**src/rtl/tls_pkg.sv**
```systemverilog
package tls_pkg;

  typedef enum logic [1:0] {
    SEL_PC    = 2'd0,
    SEL_NPC   = 2'd1,
    SEL_STATE = 2'd2,
    SEL_TT    = 2'd3
  } tls_sel_e;

  function automatic int unsigned cnt_width(input int unsigned max_val);
    return (max_val < 2) ? 1 : $clog2(max_val + 1);
  endfunction

endpackage

```
**src/rtl/tls_level_ctrl.sv**
```systemverilog
module tls_level_ctrl #(
  parameter int MAX_TL = 6,
  parameter int MAX_GL = 2,
  parameter int TL_W   = 3,
  parameter int GL_W   = 2
) (
  input  logic            clk,
  input  logic            rst_n,
  input  logic            take,
  input  logic            ret,
  input  logic [GL_W-1:0] ret_gl,
  output logic [TL_W-1:0] tl,
  output logic [GL_W-1:0] gl,
  output logic            take_ok,
  output logic            ret_ok,
  output logic            err
);

  localparam logic [TL_W-1:0] TL_TOP = TL_W'(MAX_TL);
  localparam logic [GL_W-1:0] GL_TOP = GL_W'(MAX_GL);

  logic            at_top;
  logic            at_zero;
  logic [GL_W-1:0] gl_up;
  logic [GL_W-1:0] gl_back;

  assign at_top  = (tl == TL_TOP);
  assign at_zero = (tl == '0);
  assign take_ok = take && !at_top;
  assign ret_ok  = ret && !take && !at_zero;
  assign gl_up   = (gl == GL_TOP) ? gl : gl + GL_W'(1);
  assign gl_back = (ret_gl > GL_TOP) ? GL_TOP : ret_gl;

  always_ff @(posedge clk) begin
    if (!rst_n) begin
      tl  <= '0;
      gl  <= '0;
      err <= 1'b0;
    end else begin
      if (take_ok) begin
        tl <= tl + TL_W'(1);
        gl <= gl_up;
      end else if (ret_ok) begin
        tl <= tl - TL_W'(1);
        gl <= gl_back;
      end
      if (take && at_top) err <= 1'b1;
    end
  end

  assert_tl_up_R2: assert property (@(posedge clk) disable iff (!rst_n)
    (take && tl != TL_TOP) |=> (tl == $past(tl) + TL_W'(1)));

  assert_gl_bound_R4: assert property (@(posedge clk) disable iff (!rst_n)
    gl <= GL_TOP);

  assert_full_hold_R5: assert property (@(posedge clk) disable iff (!rst_n)
    (take && tl == TL_TOP) |=> ($stable(tl) && $stable(gl) && err));

  assert_err_sticky_R5: assert property (@(posedge clk) disable iff (!rst_n)
    err |=> err);

  assert_ret_zero_R7: assert property (@(posedge clk) disable iff (!rst_n)
    (ret && !take && tl == '0) |=> (tl == '0 && $stable(gl)));

  assert_take_wins_R8: assert property (@(posedge clk) disable iff (!rst_n)
    (take && ret && tl != TL_TOP) |=> (tl == $past(tl) + TL_W'(1)));

endmodule

```
**src/rtl/tls_entry_bank.sv**
```systemverilog
module tls_entry_bank #(
  parameter int DEPTH = 6,
  parameter int W     = 32,
  parameter int LVL_W = 3
) (
  input  logic             clk,
  input  logic             rst_n,
  input  logic             cap_en,
  input  logic [LVL_W-1:0] cap_lvl,
  input  logic [W-1:0]     cap_data,
  input  logic             sw_en,
  input  logic [LVL_W-1:0] sw_lvl,
  input  logic [W-1:0]     sw_data,
  input  logic [LVL_W-1:0] rd_lvl,
  output logic [W-1:0]     rd_data
);

  logic [W-1:0] slots [1:DEPTH];

  always_ff @(posedge clk) begin
    if (!rst_n) begin
      for (int i = 1; i <= DEPTH; i++) slots[i] <= '0;
    end else begin
      for (int i = 1; i <= DEPTH; i++) begin
        if (cap_en && cap_lvl == LVL_W'(i))
          slots[i] <= cap_data;
        else if (sw_en && sw_lvl == LVL_W'(i))
          slots[i] <= sw_data;
      end
    end
  end

  always_comb begin
    rd_data = '0;
    for (int i = 1; i <= DEPTH; i++)
      if (rd_lvl == LVL_W'(i)) rd_data = slots[i];
  end

  assert_cap_level_R2: assert property (@(posedge clk) disable iff (!rst_n)
    cap_en |-> (cap_lvl != '0));

  assert_no_sw_at_zero_R10: assert property (@(posedge clk) disable iff (!rst_n)
    sw_en |-> (sw_lvl != '0));

  assert_split_levels_R11: assert property (@(posedge clk) disable iff (!rst_n)
    (cap_en && sw_en) |-> (cap_lvl != sw_lvl));

endmodule

```
**src/rtl/tls_restore.sv**
```systemverilog
module tls_restore #(
  parameter int GL_W  = 2,
  parameter int CCR_W = 8,
  parameter int ASI_W = 8,
  parameter int PST_W = 12,
  parameter int CWP_W = 3,
  parameter int ST_W  = 33
) (
  input  logic             clk,
  input  logic             rst_n,
  input  logic             ret_ok,
  input  logic [ST_W-1:0]  saved,
  output logic             rest_valid,
  output logic [GL_W-1:0]  rest_gl,
  output logic [CCR_W-1:0] rest_ccr,
  output logic [ASI_W-1:0] rest_asi,
  output logic [PST_W-1:0] rest_pstate,
  output logic [CWP_W-1:0] rest_cwp
);

  localparam int PST_LO = CWP_W;
  localparam int ASI_LO = PST_LO + PST_W;
  localparam int CCR_LO = ASI_LO + ASI_W;
  localparam int GL_LO  = CCR_LO + CCR_W;

  always_ff @(posedge clk) begin
    if (!rst_n) begin
      rest_valid  <= 1'b0;
      rest_gl     <= '0;
      rest_ccr    <= '0;
      rest_asi    <= '0;
      rest_pstate <= '0;
      rest_cwp    <= '0;
    end else begin
      rest_valid <= ret_ok;
      if (ret_ok) begin
        rest_gl     <= saved[GL_LO +: GL_W];
        rest_ccr    <= saved[CCR_LO +: CCR_W];
        rest_asi    <= saved[ASI_LO +: ASI_W];
        rest_pstate <= saved[PST_LO +: PST_W];
        rest_cwp    <= saved[CWP_W-1:0];
      end
    end
  end

  assert_restore_pulse_R6: assert property (@(posedge clk) disable iff (!rst_n)
    rest_valid |-> $past(ret_ok));

  assert_restore_fields_R6: assert property (@(posedge clk) disable iff (!rst_n)
    ret_ok |=> (rest_cwp == $past(saved[CWP_W-1:0])));

endmodule

```
**src/rtl/tls_stack.sv**
```systemverilog
module tls_stack
  import tls_pkg::*;
#(
  parameter int MAX_TL = 6,
  parameter int MAX_GL = 2,
  parameter int PC_W   = 48,
  parameter int TT_W   = 9,
  parameter int CCR_W  = 8,
  parameter int ASI_W  = 8,
  parameter int PST_W  = 12,
  parameter int CWP_W  = 3,
  parameter int DATA_W = 64,
  localparam int TL_W  = cnt_width(MAX_TL),
  localparam int GL_W  = cnt_width(MAX_GL),
  localparam int ST_W  = GL_W + CCR_W + ASI_W + PST_W + CWP_W
) (
  input  logic              clk,
  input  logic              rst_n,
  input  logic              trap_take,
  input  logic [TT_W-1:0]   trap_type,
  input  logic [PC_W-1:0]   trap_pc,
  input  logic [PC_W-1:0]   trap_npc,
  input  logic [CCR_W-1:0]  cur_ccr,
  input  logic [ASI_W-1:0]  cur_asi,
  input  logic [PST_W-1:0]  cur_pstate,
  input  logic [CWP_W-1:0]  cur_cwp,
  input  logic              trap_ret,
  input  logic              reg_wr,
  input  logic [1:0]        reg_sel,
  input  logic [DATA_W-1:0] reg_wdata,
  output logic [DATA_W-1:0] reg_rdata,
  output logic [TL_W-1:0]   cur_tl,
  output logic [GL_W-1:0]   cur_gl,
  output logic              err_state,
  output logic              rest_valid,
  output logic [GL_W-1:0]   rest_gl,
  output logic [CCR_W-1:0]  rest_ccr,
  output logic [ASI_W-1:0]  rest_asi,
  output logic [PST_W-1:0]  rest_pstate,
  output logic [CWP_W-1:0]  rest_cwp,
  output logic [PC_W-1:0]   vis_pc,
  output logic [PC_W-1:0]   vis_npc,
  output logic [ST_W-1:0]   vis_state,
  output logic [TT_W-1:0]   vis_tt
);

  logic            take_ok;
  logic            ret_ok;
  logic            wr_live;
  logic [TL_W-1:0] cap_lvl;
  logic [ST_W-1:0] cap_state;
  logic [GL_W-1:0] saved_gl;
  tls_sel_e        sel;

  assign sel       = tls_sel_e'(reg_sel);
  assign wr_live   = reg_wr && (cur_tl != '0);
  assign cap_lvl   = cur_tl + TL_W'(1);
  assign cap_state = {cur_gl, cur_ccr, cur_asi, cur_pstate, cur_cwp};
  assign saved_gl  = vis_state[ST_W-1 -: GL_W];

  tls_level_ctrl #(
    .MAX_TL (MAX_TL),
    .MAX_GL (MAX_GL),
    .TL_W   (TL_W),
    .GL_W   (GL_W)
  ) u_ctrl (
    .clk     (clk),
    .rst_n   (rst_n),
    .take    (trap_take),
    .ret     (trap_ret),
    .ret_gl  (saved_gl),
    .tl      (cur_tl),
    .gl      (cur_gl),
    .take_ok (take_ok),
    .ret_ok  (ret_ok),
    .err     (err_state)
  );

  tls_entry_bank #(.DEPTH(MAX_TL), .W(PC_W), .LVL_W(TL_W)) u_pc_bank (
    .clk      (clk),
    .rst_n    (rst_n),
    .cap_en   (take_ok),
    .cap_lvl  (cap_lvl),
    .cap_data (trap_pc),
    .sw_en    (wr_live && sel == SEL_PC),
    .sw_lvl   (cur_tl),
    .sw_data  (reg_wdata[PC_W-1:0]),
    .rd_lvl   (cur_tl),
    .rd_data  (vis_pc)
  );

  tls_entry_bank #(.DEPTH(MAX_TL), .W(PC_W), .LVL_W(TL_W)) u_npc_bank (
    .clk      (clk),
    .rst_n    (rst_n),
    .cap_en   (take_ok),
    .cap_lvl  (cap_lvl),
    .cap_data (trap_npc),
    .sw_en    (wr_live && sel == SEL_NPC),
    .sw_lvl   (cur_tl),
    .sw_data  (reg_wdata[PC_W-1:0]),
    .rd_lvl   (cur_tl),
    .rd_data  (vis_npc)
  );

  tls_entry_bank #(.DEPTH(MAX_TL), .W(ST_W), .LVL_W(TL_W)) u_state_bank (
    .clk      (clk),
    .rst_n    (rst_n),
    .cap_en   (take_ok),
    .cap_lvl  (cap_lvl),
    .cap_data (cap_state),
    .sw_en    (wr_live && sel == SEL_STATE),
    .sw_lvl   (cur_tl),
    .sw_data  (reg_wdata[ST_W-1:0]),
    .rd_lvl   (cur_tl),
    .rd_data  (vis_state)
  );

  tls_entry_bank #(.DEPTH(MAX_TL), .W(TT_W), .LVL_W(TL_W)) u_tt_bank (
    .clk      (clk),
    .rst_n    (rst_n),
    .cap_en   (take_ok),
    .cap_lvl  (cap_lvl),
    .cap_data (trap_type),
    .sw_en    (wr_live && sel == SEL_TT),
    .sw_lvl   (cur_tl),
    .sw_data  (reg_wdata[TT_W-1:0]),
    .rd_lvl   (cur_tl),
    .rd_data  (vis_tt)
  );

  tls_restore #(
    .GL_W  (GL_W),
    .CCR_W (CCR_W),
    .ASI_W (ASI_W),
    .PST_W (PST_W),
    .CWP_W (CWP_W),
    .ST_W  (ST_W)
  ) u_restore (
    .clk         (clk),
    .rst_n       (rst_n),
    .ret_ok      (ret_ok),
    .saved       (vis_state),
    .rest_valid  (rest_valid),
    .rest_gl     (rest_gl),
    .rest_ccr    (rest_ccr),
    .rest_asi    (rest_asi),
    .rest_pstate (rest_pstate),
    .rest_cwp    (rest_cwp)
  );

  always_comb begin
    unique case (sel)
      SEL_PC:    reg_rdata = DATA_W'(vis_pc);
      SEL_NPC:   reg_rdata = DATA_W'(vis_npc);
      SEL_STATE: reg_rdata = DATA_W'(vis_state);
      default:   reg_rdata = DATA_W'(vis_tt);
    endcase
  end

  assert_zero_read_R10: assert property (@(posedge clk) disable iff (!rst_n)
    (cur_tl == '0) |-> (reg_rdata == '0));

  assert_capture_pc_R2: assert property (@(posedge clk) disable iff (!rst_n)
    (trap_take && cur_tl != TL_W'(MAX_TL)) |=> (vis_pc == $past(trap_pc)));

  assert_capture_gl_R3: assert property (@(posedge clk) disable iff (!rst_n)
    (trap_take && cur_tl != TL_W'(MAX_TL)) |=> (saved_gl == $past(cur_gl)));

endmodule

```
**config.mk**
```make
export PLATFORM = sky130hd
export DESIGN_NAME = tls_stack
export DESIGN_NICKNAME = d
export VERILOG_FILES = /design/src/rtl/tls_pkg.sv /design/src/rtl/tls_level_ctrl.sv /design/src/rtl/tls_entry_bank.sv /design/src/rtl/tls_restore.sv /design/src/rtl/tls_stack.sv
export SDC_FILE = /design/constraint.sdc
export NUM_CORES = 1
export LEC_CHECK = 0
export BUFFER_PORTS_ARGS = -buffer_cell sky130_fd_sc_hd__buf_2
export CORE_MARGIN = 3
export CORE_UTILIZATION = 45
export CTS_CLUSTER_DIAMETER = 150
export DETAILED_ROUTE_END_ITERATION = 8
export PLACE_DENSITY = 0.64
export REMOVE_ABC_BUFFERS = 1
export SYNTH_ARGS = -nofsm -noshare
export SYNTH_HDL_FRONTEND = slang
export SYNTH_SLANG_ARGS = --single-unit
```
**constraint.sdc**
```tcl
create_clock -name clk -period 12.6 [get_ports clk]
set_input_delay 1.26 -clock clk [delete_from_list [all_inputs] [get_ports clk]]
set_output_delay 1.26 -clock clk [all_outputs]
set_load 0.02 [all_outputs]
```
Word-level counts from Yosys, hierarchy flattened
Memories as Yosys holds them, arrays and structs flattened. Cells that the tools add are included.

Flip-flop bits (word level): 40. Memory bits (writable): 828. Bits of input ports: 207. Output and inout port bits: 242. Memories: 4.

Memories: u_npc_bank.slots (depth 6, width 48, read ports 6, clocked after memory_dff 0, write ports 6, RTL line tls_entry_bank.sv:18) `logic [W-1:0] slots [1:DEPTH];`; u_pc_bank.slots (depth 6, width 48, read ports 6, clocked after memory_dff 0, write ports 6, RTL line tls_entry_bank.sv:18); u_state_bank.slots (depth 6, width 33, read ports 6, clocked after memory_dff 0, write ports 6, RTL line tls_entry_bank.sv:18); u_tt_bank.slots (depth 6, width 9, read ports 6, clocked after memory_dff 0, write ports 6, RTL line tls_entry_bank.sv:18).

Add/subtract/negate cells: 3. $lt $le $gt $ge: 1. Equality and inequality tests: 17. Mux-type cells: 194. Bitwise gates (word level): 48. Reduce and logical (&&, ||, !) cells: 47.

Operators by type and width (count): 2-to-1 mux 48 bit (36); 2-to-1 mux 33 bit (18); 2-to-1 mux 9 bit (18); one-hot mux 48 bit (3 select lines) (1); 2-to-1 mux 1 bit (115); bitwise OR 1 bit (48); logical AND 1 bit (39); == test 3 bit, second input constant (6); == test 3 x 2 -> 1 bit, second input constant (4); 2-to-1 mux 2 bit (4); == test 2 bit, second input constant (3); == test 3 x 1 -> 1 bit, second input constant (2); 2-to-1 mux 3 bit (2); adder 3 x 1 -> 3 bit, second input constant (1); zero test 1 bit (3); zero test 3 bit (1); nonzero test 3 bit (1); subtractor 3 x 1 -> 3 bit, second input constant (1); adder 2 x 1 -> 2 bit, second input constant (1); == test 2 x 1 -> 1 bit, second input constant (1); > comparator 2 bit, second input constant (1); zero test 2 bit (1); inequality test 2 bit, second input constant (1); AND reduction 2 bit (1); nonzero test 2 bit (1).

Logic depth before layout (Yosys ltp)
Word-level depth: 11. Mapped depth: 15. Depth with buffers taken out: 7.

By module
A second synthesis with hierarchy kept.

Cells, all modules: 3223. Area, all modules: 43932.1 um^2.

Modules (own cells, without submodules): tls_entry_bank (u_npc_bank ...) (instances 2, cells an instance 1012, area an instance 14156.1 um^2, sequential area each 8648.3 um^2); tls_entry_bank (u_state_bank) (instances 1, cells an instance 687, area an instance 9693.0 um^2, sequential area each 5945.7 um^2); tls_entry_bank (u_tt_bank) (instances 1, cells an instance 218, area an instance 2966.6 um^2, sequential area each 1621.6 um^2); tls_restore (instances 1, cells an instance 108, area an instance 1306.3 um^2, sequential area each 680.7 um^2); tls_stack (instances 1, cells an instance 131, area an instance 1217.4 um^2, sequential area each 0.0 um^2); tls_level_ctrl (instances 1, cells an instance 55, area an instance 436.7 um^2, sequential area each 120.1 um^2).

Worst setup path before layout
Ideal clock, no wire load.

Kind: reg2reg. From: register u_ctrl.tl[2]. To: register, netlist name u_npc_bank.slots[0][240]. Library setup time: 520 ps. Data arrival time: 5736 ps. Data required time: 12080 ps. Slack: 6344 ps. Stages on the path, launching flop included: 11. Path buffers: 4. Cells stage by stage: dfxtp_1 buf_4 inv_2 buf_2 buf_1 buf_2 ha_1 inv_2 a31oi_2 nand3_2 o21ai_0.

RTL lines: start, declared (RTL line tls_level_ctrl.sv:12) `output logic [TL_W-1:0] tl,`; start signal, assigned (RTL line tls_level_ctrl.sv:41) `tl <= tl + TL_W'(1);`; start signal, assigned (RTL line tls_level_ctrl.sv:44) `tl <= tl - TL_W'(1);`.

Worst setup path after layout
From: register u_ctrl.tl[2]. To: output port reg_rdata[27].

Word-level cells in the longest chain between the ends: 8.

RTL lines: == test 3 x 1 -> 1 bit (RTL line tls_entry_bank.sv:36) `if (rd_lvl == LVL_W'(i)) rd_data = slots[i];`; 2-to-1 mux 33 bit / 2-to-1 mux 48 bit (equally long branches) (6 in series) (RTL line tls_entry_bank.sv:36); one-hot mux 48 bit (3 select lines) * (RTL line tls_stack.sv:152) `unique case (sel)`; end, declared (RTL line tls_stack.sv:31) `output logic [DATA_W-1:0] reg_rdata,`.

Every way passes the cells marked *; elsewhere a longest branch is shown, timed or not.

==> flow_metrics.env <==
export IMPL_setup_viol=0
export IMPL_nNetsFinal=4227
export IMPL_grt_util_met2_pct=50.6
export IMPL_r2r_slack_ns=6.37
export IMPL_fin_ws_ns=5.68
export IMPL_initial_utilization_pct=45.6
export IMPL_status="finished, final reports clean"
export IMPL_overflow=0
export IMPL_insertion_delay_ns=0.68
export IMPL_area_delta_synth_final_pct=12.2
export IMPL_dr_first_iter_drc_count=4826
export IMPL_cts_buffers=94
export IMPL_peakVddDrop_uv=88.4
export IMPL_drc=0
export IMPL_cp_start_kind="register"
export IMPL_power_mw=7.54
export IMPL_cts_root_buf="clkbuf_16"
export IMPL_synth_edf_count=828
export IMPL_clock_path_buffers=3
export IMPL_worst_pin_slew_ns=1.33
export IMPL_dr_pass1_iters=6
export IMPL_rsz0062_at_grt="false"
export IMPL_vias_per_cell=6.77
export IMPL_hold_violations=0
export IMPL_finalClockSkew_ns=0.0291
export IMPL_worst_path_max_delay_cell="or2_2"
export IMPL_grt_pass1_vias=34700
export IMPL_die_x_um=325
export IMPL_crit_buf_inv=4
export IMPL_synthCells=3890
export IMPL_place_area_mm2=0.0484
export IMPL_drive_gt1_share_pct=19.6
export IMPL_cts_htree_levels=3
export IMPL_critical_path_peak_fanout=158
export IMPL_dieHeight_um=325
export IMPL_worstPathRequired_ns=11.34
export IMPL_fp_coreArea_mm2=0.101
export IMPL_cts_tree="built"
export IMPL_avgSynthCellArea_um2=11.8
export IMPL_hold_path_class="reg2reg"
export IMPL_p_per_area_mw_per_mm2=147
export IMPL_slew_headroom_pct=11.0
export IMPL_dieArea_mm2=0.106
export IMPL_vias=37100
export IMPL_grt_met1_usage_pct=42.8
export IMPL_synth_cell_types=69
export IMPL_grt_first_pass_wirelength_mm=253
export IMPL_ys_flop_type="edfxtp_1"
export IMPL_worst_setup_path_type="reg2out"
export IMPL_period_minus_slack_ns=6.92
export IMPL_yosysWarnings=0
export IMPL_routabilityCongestion=0.819
export IMPL_placementRows=116
export IMPL_final_period_utilization_pct=54.9
export IMPL_antenna_found_initial=51
export IMPL_ios=449
export IMPL_clkTransAtPathRegs_ns=0.06
export IMPL_nFillCells=8839
export IMPL_place_hpwl_mm=98.1
export IMPL_crit_arrival_ns=5.66
export IMPL_grt_max_degree=206
export IMPL_timing_hold_ws_ns=0.451
export IMPL_path_delay_family="buffers and inverters"
export IMPL_ant_nets=0
export IMPL_p_leak_nw=19.1
export IMPL_io_buffers=416
export IMPL_mostFrequentLayoutCells="a22o_1 (837), edfxtp_1 (828), buf_2 (416), nand2_1 (375), a21oi_1 (279)"
export IMPL_grtUsageMet3_pct=9.04
export IMPL_worstPathCellList="inv_6 -> ha_4 -> buf_12 -> or2_2 -> buf_4 -> a21oi_1 -> o221a_2 -> a22oi_1 -> o21ai_1 -> buf_2"
export IMPL_synthArstFlopShare_pct=0
export IMPL_hold_buffers=0
export IMPL_clock_fmax_mhz=144
export IMPL_wl_per_cell_um=32.9
export IMPL_ctsResizeCount=0
export IMPL_mostFrequentLayoutCell="a22o_1"
export IMPL_slew_violations=0
export IMPL_end_kind="output port"
export IMPL_top_usage_layer="met2"
export IMPL_grt_use_total_pct=32.7
export IMPL_place_ws_ns=6.43
export IMPL_yosysSeqAreaShare_pct=56.0
export IMPL_synth_area_mm2=0.0458
export IMPL_cts_sinks=868
export IMPL_synth_seq_cells=868
export IMPL_cap_viol_max_count=0
export IMPL_design_area_mm2=0.0514
export IMPL_postCtsSetupRepairBufs=0
export IMPL_critPathMaxStageDelay_ns=0.76
export IMPL_wirelength_mm=180
-- registers in the layout (all words and copies together), names as in the netlist --
name and count:
u_state_bank.slots 198, u_pc_bank.slots 288, u_restore.rest_gl 2, u_ctrl.err 1, u_ctrl.tl 3, u_restore.rest_ccr 8, u_restore.rest_cwp 3, u_tt_bank.slots 54
u_ctrl.gl 2, u_restore.rest_asi 8, u_restore.rest_valid 1, u_restore.rest_pstate 12, u_npc_bank.slots 288
-- per-layer routing --
metal,up-vias,wire length (um)
met1,18500,68800
met3,441,21800
li1,15600,-
met2,2506,81600
met4,32,7840
met5,-,219
-- through the flow --
step                utilization [%]  setup TNS (ns)  instances
CTS                            51.0               0       5443
global route                   51.1               0       5457
detailed placement             48.1               0       5272
finish                         51.1               0       5479
global placement               48.1               0       5272
floorplan                         -        -2918.14       3406
-- cell usage after synthesis, types with 13 or more instances --
library cell / n / area share (%)
a2111oi_0: 13 / 0.25
a211o_1: 14 / 0.27
a21oi_1: 279 / 3.0
a221o_1: 18 / 0.39
a221oi_1: 53 / 1.0
a22o_1: 837 / 16
a22oi_1: 46 / 0.75
and3b_1: 34 / 0.65
buf_1: 37 / 0.30
buf_2: 194 / 2.1
buf_4: 72 / 1.2
clkbuf_1: 191 / 1.6
dfxtp_1: 40 / 1.7
edfxtp_1: 828 / 54
inv_1: 97 / 0.79
mux2_2: 30 / 0.74
mux4_2: 15 / 0.74
nand2_1: 376 / 3.1
nand2b_1: 14 / 0.19
nand3b_1: 90 / 1.5
nor2_1: 47 / 0.39
nor2b_1: 76 / 1.0
nor3b_1: 65 / 1.1
nor3b_2: 13 / 0.35
o21ai_0: 133 / 1.5
o21ai_1: 44 / 0.48
o221a_2: 32 / 0.79
o221ai_1: 30 / 0.57
o22a_1: 23 / 0.44
o22ai_1: 13 / 0.18
o31ai_1: 14 / 0.23
o32a_1: 20 / 0.44
-- tightest hold or removal path, cell delays in order, from the launching register on --
cell and delay, ns:
dfxtp_1 0.30, nand2_1 0.05, a21oi_1 0.05
-- cells by family after synthesis --
group	count (synthesis)	share of synthesized area (%)
DFF	868	56.0
AOI/OAI and AO/OA	1609	27.2
muxes	54	1.67
buffers and inverters	599	6.11
xor gates and xnor gates	1	0.0191
other	1	0.00818
adders and majority gates	9	0.246
and+or+nand+nor	749	8.78
-- power breakdown --
| group | leakage [nW] | switching (mW) | internal [mW] |
|---|---|---|---|
| sequential | 8.96 | 0.0638 | 3.38 |
| combinational | 8.69 | 1.02 | 0.410 |
| clock | 1.44 | 1.17 | 1.51 |
-- worst paths after layout --
| kind | depth (start not counted) | end | start |
|---|---|---|---|
| worst max-delay path | 10 | reg_rdata[27] | u_ctrl.tl[2] |
| worst min-delay path | 2 | u_restore.rest_cwp[1] | u_restore.rest_cwp[1] |
| worst max register to register | 9 | u_pc_bank.slots[0][249] | u_ctrl.tl[0] |
| worst min register to register | 2 | u_restore.rest_cwp[1] | u_restore.rest_cwp[1] |
-- cell type report --
class | instances | area (um2) | share of cell area (%)
inverter | 100 | 380 | 0.740
timing repair buffer | 509 | 2810 | 5.46
antenna | 36 | 90.1 | 0.175
clock inverter | 45 | 308 | 0.599
sequential | 868 | 25700 | 49.9
multi-input combinational | 2438 | 17900 | 34.7
clock buffer | 126 | 2600 | 5.06
tap | 1357 | 1700 | 3.30
No activity file was read; power rests on OpenSTA's default activity.
